--- src/rtl/cfgb_pkg.sv ---
package cfgb_pkg;
    localparam int LANES   = 4;
    localparam int LANE_W  = 32;
    localparam int WORD_W  = LANES * LANE_W;
    localparam int LSEL_W  = $clog2(LANES);
    localparam int IDX_W   = 6;
    localparam int NPORT   = 15;
    localparam int WADDR_W = LSEL_W + IDX_W;
    localparam int STG_W   = (LANES - 1) * LANE_W;

    typedef struct packed {
        logic [IDX_W-1:0]  idx;
        logic [WORD_W-1:0] data;
    } cfgb_pkt_t;

    typedef struct packed {
        logic              fire;
        logic [LANES-2:0]  stage_we;
        logic [IDX_W-1:0]  idx;
    } cfgb_dec_t;

    function automatic logic full_word(input logic [LANE_W/8-1:0] be);
        return &be;
    endfunction
endpackage

--- src/rtl/cfgb_decode.sv ---
module cfgb_decode
    import cfgb_pkg::*;
#(
    parameter logic [IDX_W-1:0] FRAME_IDX = 6'd1
) (
    input  logic               wr_en,
    input  logic               win_sel,
    input  logic [WADDR_W-1:0] wr_word,
    input  logic [LANE_W/8-1:0] wr_be,
    output cfgb_dec_t          dec
);
    logic              ok;
    logic [LSEL_W-1:0] lane;

    always_comb begin
        ok   = wr_en && full_word(wr_be);
        lane = wr_word[LSEL_W-1:0];
        dec.fire = ok && (lane == LSEL_W'(LANES - 1));
        dec.idx  = win_sel ? FRAME_IDX : wr_word[WADDR_W-1:LSEL_W];
        for (int i = 0; i < LANES - 1; i++) begin
            dec.stage_we[i] = ok && (lane == LSEL_W'(i));
        end
    end
endmodule

--- src/rtl/cfgb_stage.sv ---
module cfgb_stage
    import cfgb_pkg::*;
(
    input  logic              clk,
    input  logic              rst,
    input  logic [LANES-2:0]  we,
    input  logic [LANE_W-1:0] wdata,
    output logic [STG_W-1:0]  stage
);
    for (genvar g = 0; g < LANES - 1; g++) begin : g_lane
        logic [LANE_W-1:0] q;
        always_ff @(posedge clk) begin
            if (rst)        q <= '0;
            else if (we[g]) q <= wdata;
        end
        assign stage[g*LANE_W +: LANE_W] = q;
    end
endmodule

--- src/rtl/cfgb_fanout.sv ---
module cfgb_fanout
    import cfgb_pkg::*;
(
    input  logic             clk,
    input  logic             rst,
    input  logic             fire,
    input  cfgb_pkt_t        pkt_in,
    input  logic [NPORT-1:0] tgt_en,
    output logic [NPORT-1:0] pkt_valid,
    output cfgb_pkt_t        pkt_out
);
    always_ff @(posedge clk) begin
        if (rst) begin
            pkt_valid <= '0;
            pkt_out   <= '0;
        end else begin
            pkt_valid <= fire ? tgt_en : '0;
            if (fire) pkt_out <= pkt_in;
        end
    end
endmodule

--- src/rtl/cfgb_bcast.sv ---
module cfgb_bcast
    import cfgb_pkg::*;
#(
    parameter logic [IDX_W-1:0] FRAME_IDX = 6'd1
) (
    input  logic                clk,
    input  logic                rst,
    input  logic                wr_en,
    input  logic                win_sel,
    input  logic [WADDR_W-1:0]  wr_word,
    input  logic [LANE_W/8-1:0] wr_be,
    input  logic [LANE_W-1:0]   wr_data,
    input  logic                rd_en,
    output logic                rd_ack,
    output logic                rd_err,
    output logic [LANE_W-1:0]   rd_data,
    input  logic [NPORT-1:0]    tgt_en,
    output logic [NPORT-1:0]    pkt_valid,
    output logic [IDX_W-1:0]    pkt_idx,
    output logic [WORD_W-1:0]   pkt_data
);
    cfgb_dec_t  dec;
    logic [STG_W-1:0] stage;
    cfgb_pkt_t  pkt_next;
    cfgb_pkt_t  pkt_q;

    cfgb_decode #(.FRAME_IDX(FRAME_IDX)) u_dec (
        .wr_en(wr_en), .win_sel(win_sel), .wr_word(wr_word),
        .wr_be(wr_be), .dec(dec)
    );

    cfgb_stage u_stage (
        .clk(clk), .rst(rst), .we(dec.stage_we), .wdata(wr_data), .stage(stage)
    );

    always_comb begin
        pkt_next.idx  = dec.idx;
        pkt_next.data = {wr_data, stage};
    end

    cfgb_fanout u_fan (
        .clk(clk), .rst(rst), .fire(dec.fire), .pkt_in(pkt_next),
        .tgt_en(tgt_en), .pkt_valid(pkt_valid), .pkt_out(pkt_q)
    );

    assign pkt_idx  = pkt_q.idx;
    assign pkt_data = pkt_q.data;

    always_ff @(posedge clk) begin
        if (rst) begin
            rd_ack <= 1'b0;
            rd_err <= 1'b0;
        end else begin
            rd_ack <= rd_en;
            rd_err <= rd_en;
        end
    end
    assign rd_data = '0;
endmodule

--- config.mk ---
export PLATFORM = sky130hd
export DESIGN_NAME = cfgb_bcast
export DESIGN_NICKNAME = d
export VERILOG_FILES = /design/src/rtl/cfgb_pkg.sv /design/src/rtl/cfgb_decode.sv /design/src/rtl/cfgb_stage.sv /design/src/rtl/cfgb_fanout.sv /design/src/rtl/cfgb_bcast.sv
export SDC_FILE = /design/constraint.sdc
export NUM_CORES = 1
export LEC_CHECK = 0
export BUFFER_PORTS_ARGS = -buffer_cell sky130_fd_sc_hd__buf_2
export CORE_AREA = 2 2 161 116
export CTS_BUF_LIST = sky130_fd_sc_hd__clkbuf_16
export DETAILED_ROUTE_END_ITERATION = 6
export DIE_AREA = 0 0 163 118
export HOLD_SLACK_MARGIN = 0.12
export PLACE_DENSITY = 0.79
export SYNTH_ARGS = -nofsm -noshare
export SYNTH_HDL_FRONTEND = slang
export SYNTH_HIERARCHICAL = 1
export SYNTH_SLANG_ARGS = --single-unit
--- constraint.sdc ---
create_clock -name clk -period 1.5 [get_ports clk]
set_input_delay 0.3 -clock clk [delete_from_list [all_inputs] [get_ports clk]]
set_output_delay 0.3 -clock clk [all_outputs]
set_load 0.1 [all_outputs]
==> impl_metrics.py, run 1 <==
metrics = {
    "clocking": {
        "clk_pin_slew_worst_paths_ns": 0.06,
        "clkSinkCount": 246,
        "cts_buffer_depth": 3,
        "htree_levels": 1,
        "insertion_delay_ns": 0.50,
        "cts_buffers": 23,
        "ctsRootBufferMaster": "clkbuf_16",
        "post_cts_buffers": 0,
        "cts_tree": "built",
    },
    "worst_setup_path": {
        "worst-setup-path-type": "reg -> out",
        "r2r_slack_ns": 0.78,
        "critPathArrivalTime_ns": 1.16,
        "crit_required_ns": 1.20,
        "cp-end-kind": "primary output",
        "cpLargestDelayFamily": "flip-flops",
        "slowest_stage": "dfxtp_1",
        "crit_fanout": 2,
        "crit_chain": "buf_4",
        "cpPeakStageDelay_ns": 0.36,
        "cp.buffers_inverters": 1,
        "critPathLaunchType": "register",
    },
    "routing": {
        "detail-route-antenna-nets": 0,
        "drt_iter0_markers": 365,
        "vias": 6368,
        "avgViaCountPerCell": 4.77,
        "wl_per_cell_um": 15.1,
        "wirelength_um": 20200,
        "route.detailed.drc": 0,
        "drtPass1Iterations": 4,
    },
    "logic_synthesis": {
        "synth-edff-count": 0,
        "synth_most_common_cell": "dfxtp_1",
        "yosys.area.top_type": "dfxtp_1",
        "synth_cell_type_count": 24,
        "ys_ff_latch": 246,
        "synth-warning-count": 6,
        "netlist_top_cells_area": "dfxtp_1 (54%), mux2i_1 (25%), nor2_1 (9.5%)",
        "netlist_area_um2": 9080,
        "async_flop_share_pct": 0,
        "seq_area_frac_synth_pct": 54.2,
        "syn_area_per_cell_um2": 11.0,
        "synthDominantCellAreaShare_pct": 54.2,
        "syn-instance-count": 825,
        "yosys-top-cells-count": "dfxtp_1 (246), mux2i_1 (230), nor2_1 (230), buf_4 (43), and2_1 (15)",
        "synth-main-ff-cell": "dfxtp_1",
    },
    "die": {
        "core-area_um2": 17700,
        "rows": 41,
        "start_util_pct": 51.3,
        "io_pins": 247,
        "die_w_um": 163,
        "fp.dieArea_um2": 19200,
        "die-height_um": 118,
    },
    "hold_path": {
        "hold_class": "in -> reg",
    },
    "grt": {
        "track_usage_pct": 20.4,
        "grt_max_degree": 73,
        "grt_pass1_wl_um": 32100,
        "grt_pass1_vias": 6238,
        "antenna_found_initial": 0,
        "overflow": 0,
    },
    "place": {
        "place_congestion": 0.759,
        "place_area_um2": 10300,
        "dp_hpwl_um": 12600,
        "io_buffers": 214,
    },
    "flow_run": {
        "maxCapViolCount": 0,
    },
    "timing": {
        "drv_slew": 0,
        "fin_tns_setup_ns": 0,
        "min_period_over_period_pct": 97.3,
        "hold_viol": 0,
        "skew_ns": 0.00949,
        "grt_setup_unrepaired": "no",
        "setup_viol": 0,
        "period_needed_ns": 1.46,
        "max_freq_ghz": 0.685,
    },
    "pwr": {
        "ir_drop_mv": 0.776,
        "total_power_mw": 13.1,
        "leakage_nw": 4.72,
        "powerDensity_nw_per_um2": 1110,
    },
    "final_layout": {
        "num_antenna_cells": 0,
        "drive_above_1_share_pct": 25.8,
        "final_nets": 1150,
        "syn_to_final_growth_pct": 30.4,
        "final_cell_area_um2": 11800,
    },
    "run_status": {
        "outcome": "finished, final reports clean",
    },
}
layer usage:
layer	part of all wire [%]	track usage [%]	up-vias
met4	1.5	3.87	0
met3	6.1	5.14	21
li1	-	-	3163
met5	0	0	-
met2	48	34.3	166
met1	45	26.5	3018
placed cells by master (no fill, tap or decap), drive strengths merged:
cell type and count:
conb 32, dfxtp 246, nor4 2, dlygate4sd3 46
clkinv 7, and2 15, inv 7, and2b 1
bufinv 3, nand3 1, nand2 2, clkbuf 23
nor2b 6, nor3 1, mux2i 230, nor4b 1
buf 246, or2 1, nor2 230
state kept, by name (all words and copies together) (netlist names):
name and flops:
rd_err 1, u_fan/pkt_out 134, u_fan/pkt_valid 15, u_stage/g_lane.q 96
worst reg2reg max path: cells and delay by family, from the launching register on:
kind	cells	cell delay (ns)
multiplexers	1	0.20
AND/OR/NAND/NOR	1	0.09
flip-flops	1	0.32
cell families after synthesis:
family	Yosys count	synth area share, %
multiplexers	230	25.3
other	1	0.0413
AND/OR/NAND/NOR	260	11.8
flip-flops	246	54.2
buffers and inverters	88	8.59
layout make-up:
class / instances / area, µm²
fillers: 1318 / 5850
flip-flops and latches: 246 / 4930
multi-input cells: 522 / 3520
repair buffers: 292 / 2370
clock buffers: 23 / 576
well taps: 236 / 295
clock inverters: 16 / 150
inverters: 1 / 3.75
metrics by stage:
stage / instances / hold slack (ns) / utilization (%) / setup slack [ns]
2_1_floorplan: 856 / 0.357 / - / 0.0646
3_3_place_gp: 1251 / 0.467 / 58.0 / -0.232
3_5_place_dp: 1251 / 0.476 / 58.0 / -0.280
4_1_cts: 1336 / 0.128 / 66.8 / -0.0850
5_1_grt: 1336 / 0.128 / 66.9 / 0.000558
6_report: 1336 / 0.133 / 66.9 / 0.0400
repair_timing:
item                                    4_1_cts  5_1_grt
pin swaps                                     0        0
hold buffers                                 46        0
resized for setup                           149        8
hold endpoints to repair                    121        0
endpoints found under the setup margin      151        6
power by group:
part | leakage [nW] | internal [mW] | total [mW] | switching, mW
Clock | 0.377 | 3.30 | 5.67 | 2.38
Combinational | 2.36 | 0.223 | 0.866 | 0.643
Sequential | 1.98 | 6.55 | 6.56 | 0.00969
Total | 4.72 | 10.1 | 13.1 | 3.03
path summary, 6_finish.rpt:
kind,from,to,cells after the start
max,u_fan/pkt_out[18],pkt_data[18],1
min,wr_data[10],u_stage/g_lane[1].q[10],3
max reg2reg,u_stage/g_lane[1].q[11],u_stage/g_lane[1].q[11],2
min reg2reg,u_stage/g_lane[1].q[29],u_fan/pkt_out[61],2
Note: power is estimated with default switching activity, not from simulation.
==> run 2: changes to the inputs <==
RECOVER_POWER = 25   (was not set)
==> run 2 against run 1 <==
  * Utilization decreased by 0.30 points
  * Sequential share of layout area grew 0.19 points
  * Worst hold slack improved by 0.0020 ns
  * Combinational power fell by 1%
  * Sequential power hardly changed
  * Critical path depth unchanged
  * Largest cell class unchanged
  * Highest routed layer unchanged
==> impl_metrics.py, run 2 (synthesis results as in run 1) <==
metrics = {
    "run_status": {
        "outcome": "finished, final reports clean",
    },
    "worst_setup_path": {
        "critPathArrivalTime_ns": 1.16,
        "cpPeakStageDelay_ns": 0.36,
        "critPathLaunchType": "register",
        "cp.buffers_inverters": 1,
        "cpLargestDelayFamily": "flip-flops",
        "crit_fanout": 2,
        "crit_chain": "buf_4",
        "worst-setup-path-type": "reg -> out",
        "cp-end-kind": "primary output",
        "crit_required_ns": 1.20,
        "slowest_stage": "dfxtp_1",
    },
    "place": {
        "place_area_um2": 10300,
        "io_buffers": 214,
        "place_inst": 1251,
        "place_congestion": 0.759,
        "dp_hpwl_um": 12600,
    },
    "routing": {
        "wl_per_cell_um": 15.1,
        "wirelength_um": 20200,
        "detail-route-antenna-nets": 0,
        "drt_iter0_markers": 330,
        "route.detailed.drc": 0,
        "drtPass1Iterations": 4,
        "avgViaCountPerCell": 4.77,
        "vias": 6379,
    },
    "die": {
        "rows": 41,
        "io_pins": 247,
        "fp.dieArea_um2": 19200,
        "core-area_um2": 17700,
        "die_w_um": 163,
        "start_util_pct": 51.3,
        "die-height_um": 118,
    },
    "pwr": {
        "powerDensity_nw_per_um2": 1110,
        "leakage_nw": 4.69,
        "ir_drop_mv": 0.772,
    },
    "timing": {
        "hold_viol": 0,
        "skew_ns": 0.00965,
        "grt_setup_unrepaired": "no",
        "setup_viol": 0,
        "min_period_over_period_pct": 97.4,
        "drv_slew": 0,
        "relSlewSlack_pct": 59.1,
        "period_needed_ns": 1.46,
        "max_freq_ghz": 0.685,
        "worst_pin_slew_ns": 0.614,
    },
    "clocking": {
        "cts_tree": "built",
        "clk_pin_slew_worst_paths_ns": 0.06,
        "post_cts_buffers": 0,
        "ctsRootBufferMaster": "clkbuf_16",
        "clkSinkCount": 246,
        "cts_buffer_depth": 3,
        "cts_buffers": 23,
        "htree_levels": 1,
        "insertion_delay_ns": 0.50,
    },
    "final_layout": {
        "largest_reg_flops": 134,
        "fin_cells": 1336,
        "top_regs": "u_fan/pkt_out (134), u_stage/g_lane.q (96), u_fan/pkt_valid (15)",
        "final_cell_area_um2": 11800,
        "final_nets": 1150,
        "num-fill-cells": 1331,
        "syn_to_final_growth_pct": 29.8,
        "largest-register": "u_fan/pkt_out",
        "fin_util_pct": 66.6,
        "drive_above_1_share_pct": 25.4,
        "num_antenna_cells": 0,
        "final_cell_mix": "dfxtp_1 (245), mux2i_1 (230), nor2_1 (230)",
        "final_common_cell": "dfxtp_1",
    },
    "grt": {
        "grt_pass1_wl_um": 32100,
        "track_usage_pct": 20.4,
        "grt_pass1_vias": 6238,
        "overflow": 0,
        "antenna_found_initial": 0,
        "grt_max_degree": 73,
    },
    "hold_path": {
        "hold_class": "in -> reg",
    },
    "flow_run": {
        "maxCapViolCount": 0,
    },
}
run 2: cell count changes in the layout (fill, tap and decap cells not counted), sizes merged:
cell    previous run  this run
buf              246       241
clkbuf            23        28
run 2: what timing repair did:
action | in CTS | in global routing
hold buffers | 46 | 0
setup endpoints to repair | 151 | 6
resized for setup | 149 | 8
endpoints found under the hold margin | 121 | 0
run 2: layout make-up:
class                           instances  area, µm²  share of cell area, %
Inverter                                1       3.75                 0.0318
Timing Repair Buffer                  292       2330                   19.8
Clock inverter                         16        150                   1.27
Multi-Input combinational cell        522       3510                   29.8
Tap cell                              236        295                   2.50
Sequential cell                       246       4930                   41.8
Clock buffer                           23        576                   4.88
run 2: through the flow:
stage | power [mW] | setup slack (ns) | hold slack (ns) | TNS (ns)
final | 13.1 | 0.0394 | 0.135 | 0
after global routing | 13.5 | 0.000558 | 0.128 | 0
after CTS | 13.2 | -0.0850 | 0.128 | -0.169
after detailed placement | 7.46 | -0.280 | 0.476 | -46.03
after global placement | 7.46 | -0.232 | 0.467 | -37.40
after floorplan | 7.35 | 0.0646 | 0.357 | 0
run 2: final timing paths:
check | startpoint | slack, ns | end | depth (start not counted)
worst min register to register | u_stage/g_lane[1].q[29] | 0.48 | u_fan/pkt_out[61] | 2
worst min-delay path | wr_data[10] | 0.14 | u_stage/g_lane[1].q[10] | 3
worst max register to register | u_stage/g_lane[1].q[11] | 0.76 | u_stage/g_lane[1].q[11] | 2
worst max-delay path | u_fan/pkt_out[18] | 0.04 | pkt_data[18] | 1
run 2: power breakdown:
part / switching, mW / leakage [nW] / internal, mW
clock network: 2.38 / 0.377 / 3.30
logic: 0.640 / 2.33 / 0.217
registers: 0.00967 / 1.98 / 6.55
total: 3.02 / 4.69 / 10.1
run 2: per-layer routing:
metal  up-vias  share of wire, %  global-route usage, %
met1      3020                45                   26.5
met3        20               6.0                   5.14
met5         -                 0                      0
met4         0               1.5                   3.87
li1       3165                 -                      -
met2       174                48                   34.3
==> run 3: changes to the inputs <==
CORE_AREA = 2 2 164 118   (was 2 2 161 116)
DIE_AREA = 0 0 166 120   (was 0 0 163 118)
SYNTH_HIERARCHICAL = not set   (was 1)
==> run 3 against run 2 <==
  * First-iteration DRC count grew to 3.0 times the previous value
  * Clock power shrank 8.3%
  * Synthesized cell count increased by 25%
  * Sequential share of layout area fell by 2.6 points
  * Clock-buffer cell count did not move
  * Utilization increased by 1.5 points
  * Largest power group unchanged
==> impl_metrics.py, run 3 <==
metrics = {
    "run_status": {
        "outcome": "finished, final reports clean",
    },
    "pwr": {
        "total_power_mw": 12.9,
        "leakage_nw": 5.34,
        "powerDensity_nw_per_um2": 1030,
        "ir_drop_mv": 0.682,
    },
    "timing": {
        "grt_setup_unrepaired": "no",
        "skew_ns": 0.0122,
        "hold_viol": 0,
        "drv_slew": 0,
        "relSlewSlack_pct": 61.1,
        "max_freq_ghz": 0.675,
        "worst_pin_slew_ns": 0.583,
        "min_period_over_period_pct": 98.7,
        "period_needed_ns": 1.48,
        "setup_viol": 0,
    },
    "worst_setup_path": {
        "cp.buffers_inverters": 1,
        "critPathLaunchType": "register",
        "slowest_stage": "dfxtp_1",
        "crit_required_ns": 1.20,
        "critPathArrivalTime_ns": 1.18,
        "cpLargestDelayFamily": "flip-flops",
        "crit_chain": "buf_4",
        "cp-end-kind": "primary output",
        "crit_fanout": 2,
        "cpPeakStageDelay_ns": 0.37,
        "ff2ff_path_depth": 2,
        "worst-setup-path-type": "reg -> out",
        "cp.depth": 1,
    },
    "clocking": {
        "post_cts_buffers": 0,
        "cts_tree": "built",
        "clk_pin_slew_worst_paths_ns": 0.07,
        "htree_levels": 1,
        "insertion_delay_ns": 0.51,
        "cts_buffers": 23,
        "clkSinkCount": 246,
        "ctsRootBufferMaster": "clkbuf_16",
        "cts_buffer_depth": 3,
    },
    "logic_synthesis": {
        "synth-warning-count": 0,
        "netlist_top_cells_area": "dfxtp_1 (51%), mux2i_1 (10%), nand2b_1 (8.7%)",
        "seq_area_frac_synth_pct": 51.3,
        "yosys-top-cells-count": "dfxtp_1 (246), nand2b_1 (133), o21ai_0 (133), a21oi_1 (129), nand3_1 (128)",
        "netlist_area_um2": 9600,
        "synthDominantCellAreaShare_pct": 51.3,
        "synth-main-ff-cell": "dfxtp_1",
        "synth_most_common_cell": "dfxtp_1",
        "syn_area_per_cell_um2": 9.28,
        "async_flop_share_pct": 0,
        "syn-instance-count": 1035,
        "synth_cell_type_count": 26,
        "ys_ff_latch": 246,
        "yosys.area.top_type": "dfxtp_1",
        "synth-edff-count": 0,
    },
    "place": {
        "io_buffers": 214,
        "place_congestion": 0.806,
        "place_inst": 1434,
        "dp_hpwl_um": 17900,
    },
    "routing": {
        "route.detailed.drc": 0,
        "avgViaCountPerCell": 5.49,
        "detail-route-antenna-nets": 0,
        "vias": 8382,
        "drtPass1Iterations": 5,
        "wirelength_um": 28300,
        "drt_iter0_markers": 993,
        "wl_per_cell_um": 18.6,
    },
    "hold_path": {
        "hold_class": "in -> reg",
        "hold_depth": 3,
    },
    "final_layout": {
        "final_cell_mix": "dfxtp_1 (245), buf_4 (160), nand2b_1 (133), o21ai_0 (133), a21oi_1 (129)",
        "syn_to_final_growth_pct": 30.9,
        "num_antenna_cells": 0,
        "top_regs": "u_fan.pkt_out (134), u_stage.g_lane.q (96), u_fan.pkt_valid (15)",
        "final_common_cell": "dfxtp_1",
        "final_nets": 1336,
        "num-fill-cells": 1384,
        "drive_above_1_share_pct": 22.7,
        "largest-register": "u_fan.pkt_out",
        "largest_reg_flops": 134,
        "fin_cells": 1526,
    },
    "grt": {
        "track_usage_pct": 27.0,
        "overflow": 0,
        "grt_pass1_wl_um": 43600,
        "antenna_found_initial": 0,
        "grt_pass1_vias": 7936,
        "grt_max_degree": 65,
    },
    "die": {
        "io_pins": 247,
        "die_w_um": 166,
        "fp.dieArea_um2": 19900,
        "core-area_um2": 18400,
        "start_util_pct": 52.1,
        "rows": 42,
        "die-height_um": 120,
    },
    "flow_run": {
        "maxCapViolCount": 0,
    },
}
-- run 3: repair_timing --
item                                    in CTS  in global routing
endpoints found under the hold margin       58                  0
gates resized for setup                    150                 10
endpoints found under the setup margin     150                 10
hold buffers                                55                  0
-- run 3: final cells by class --
class	instances	area (µm²)	area share (%)
clock buffer	23	576	4.58
clock inverter	14	62.6	0.498
inverter	1	3.75	0.0299
multi-input combinational	686	4110	32.7
sequential	246	4930	39.2
tap	242	303	2.41
timing repair buffer	314	2600	20.6
-- run 3: routing by layer --
metal	wire length (µm)	global-route usage, %	up-vias
met5	0	0	-
met4	554	5.92	0
met3	2390	7.39	47
met2	12700	41.3	340
met1	12700	38.2	4020
li1	-	-	3975
-- run 3: stage by stage --
step / cell area (µm²) / worst slack [ns] / TNS (ns) / util [%] / hold slack, ns
finish: 12600 / 0.0192 / 0 / 68.2 / 0.123
global placement: 11000 / -0.205 / -13.88 / 59.8 / 0.451
global route: 12600 / 0.000633 / 0 / 68.2 / 0.143
detailed placement: 11000 / -0.254 / -16.31 / 59.8 / 0.457
floorplan: 9720 / 0.0270 / 0 / - / 0.422
CTS: 12600 / -0.0521 / -0.101 / 68.2 / 0.120
-- run 3: worst paths after layout --
kind                           startpoint                 end  slack (ns)
setup / recovery       u_fan.pkt_out[103]       pkt_data[103]        0.02
hold / removal                    win_sel  u_fan.pkt_out[128]        0.12
setup reg to reg       u_fan.pkt_out[103]  u_fan.pkt_out[103]        0.76
hold reg to reg   u_stage.g_lane[0].q[17]   u_fan.pkt_out[17]        0.46
-- run 3: logic make-up after synthesis --
kind of cell / Yosys count / synth area share (%)
other: 1 / 0.0391
muxes: 96 / 10.0
DFF: 246 / 51.3
and+or+nand+nor: 295 / 17.6
buffers and inverters: 134 / 7.36
AOI/OAI and AO/OA: 263 / 13.7
-- run 3: where the power goes --
group	internal, mW	total, mW	leakage [nW]	switching (mW)
registers	6.55	6.56	1.98	0.00932
clock network	2.76	5.20	0.337	2.43
logic	0.345	1.18	3.02	0.832
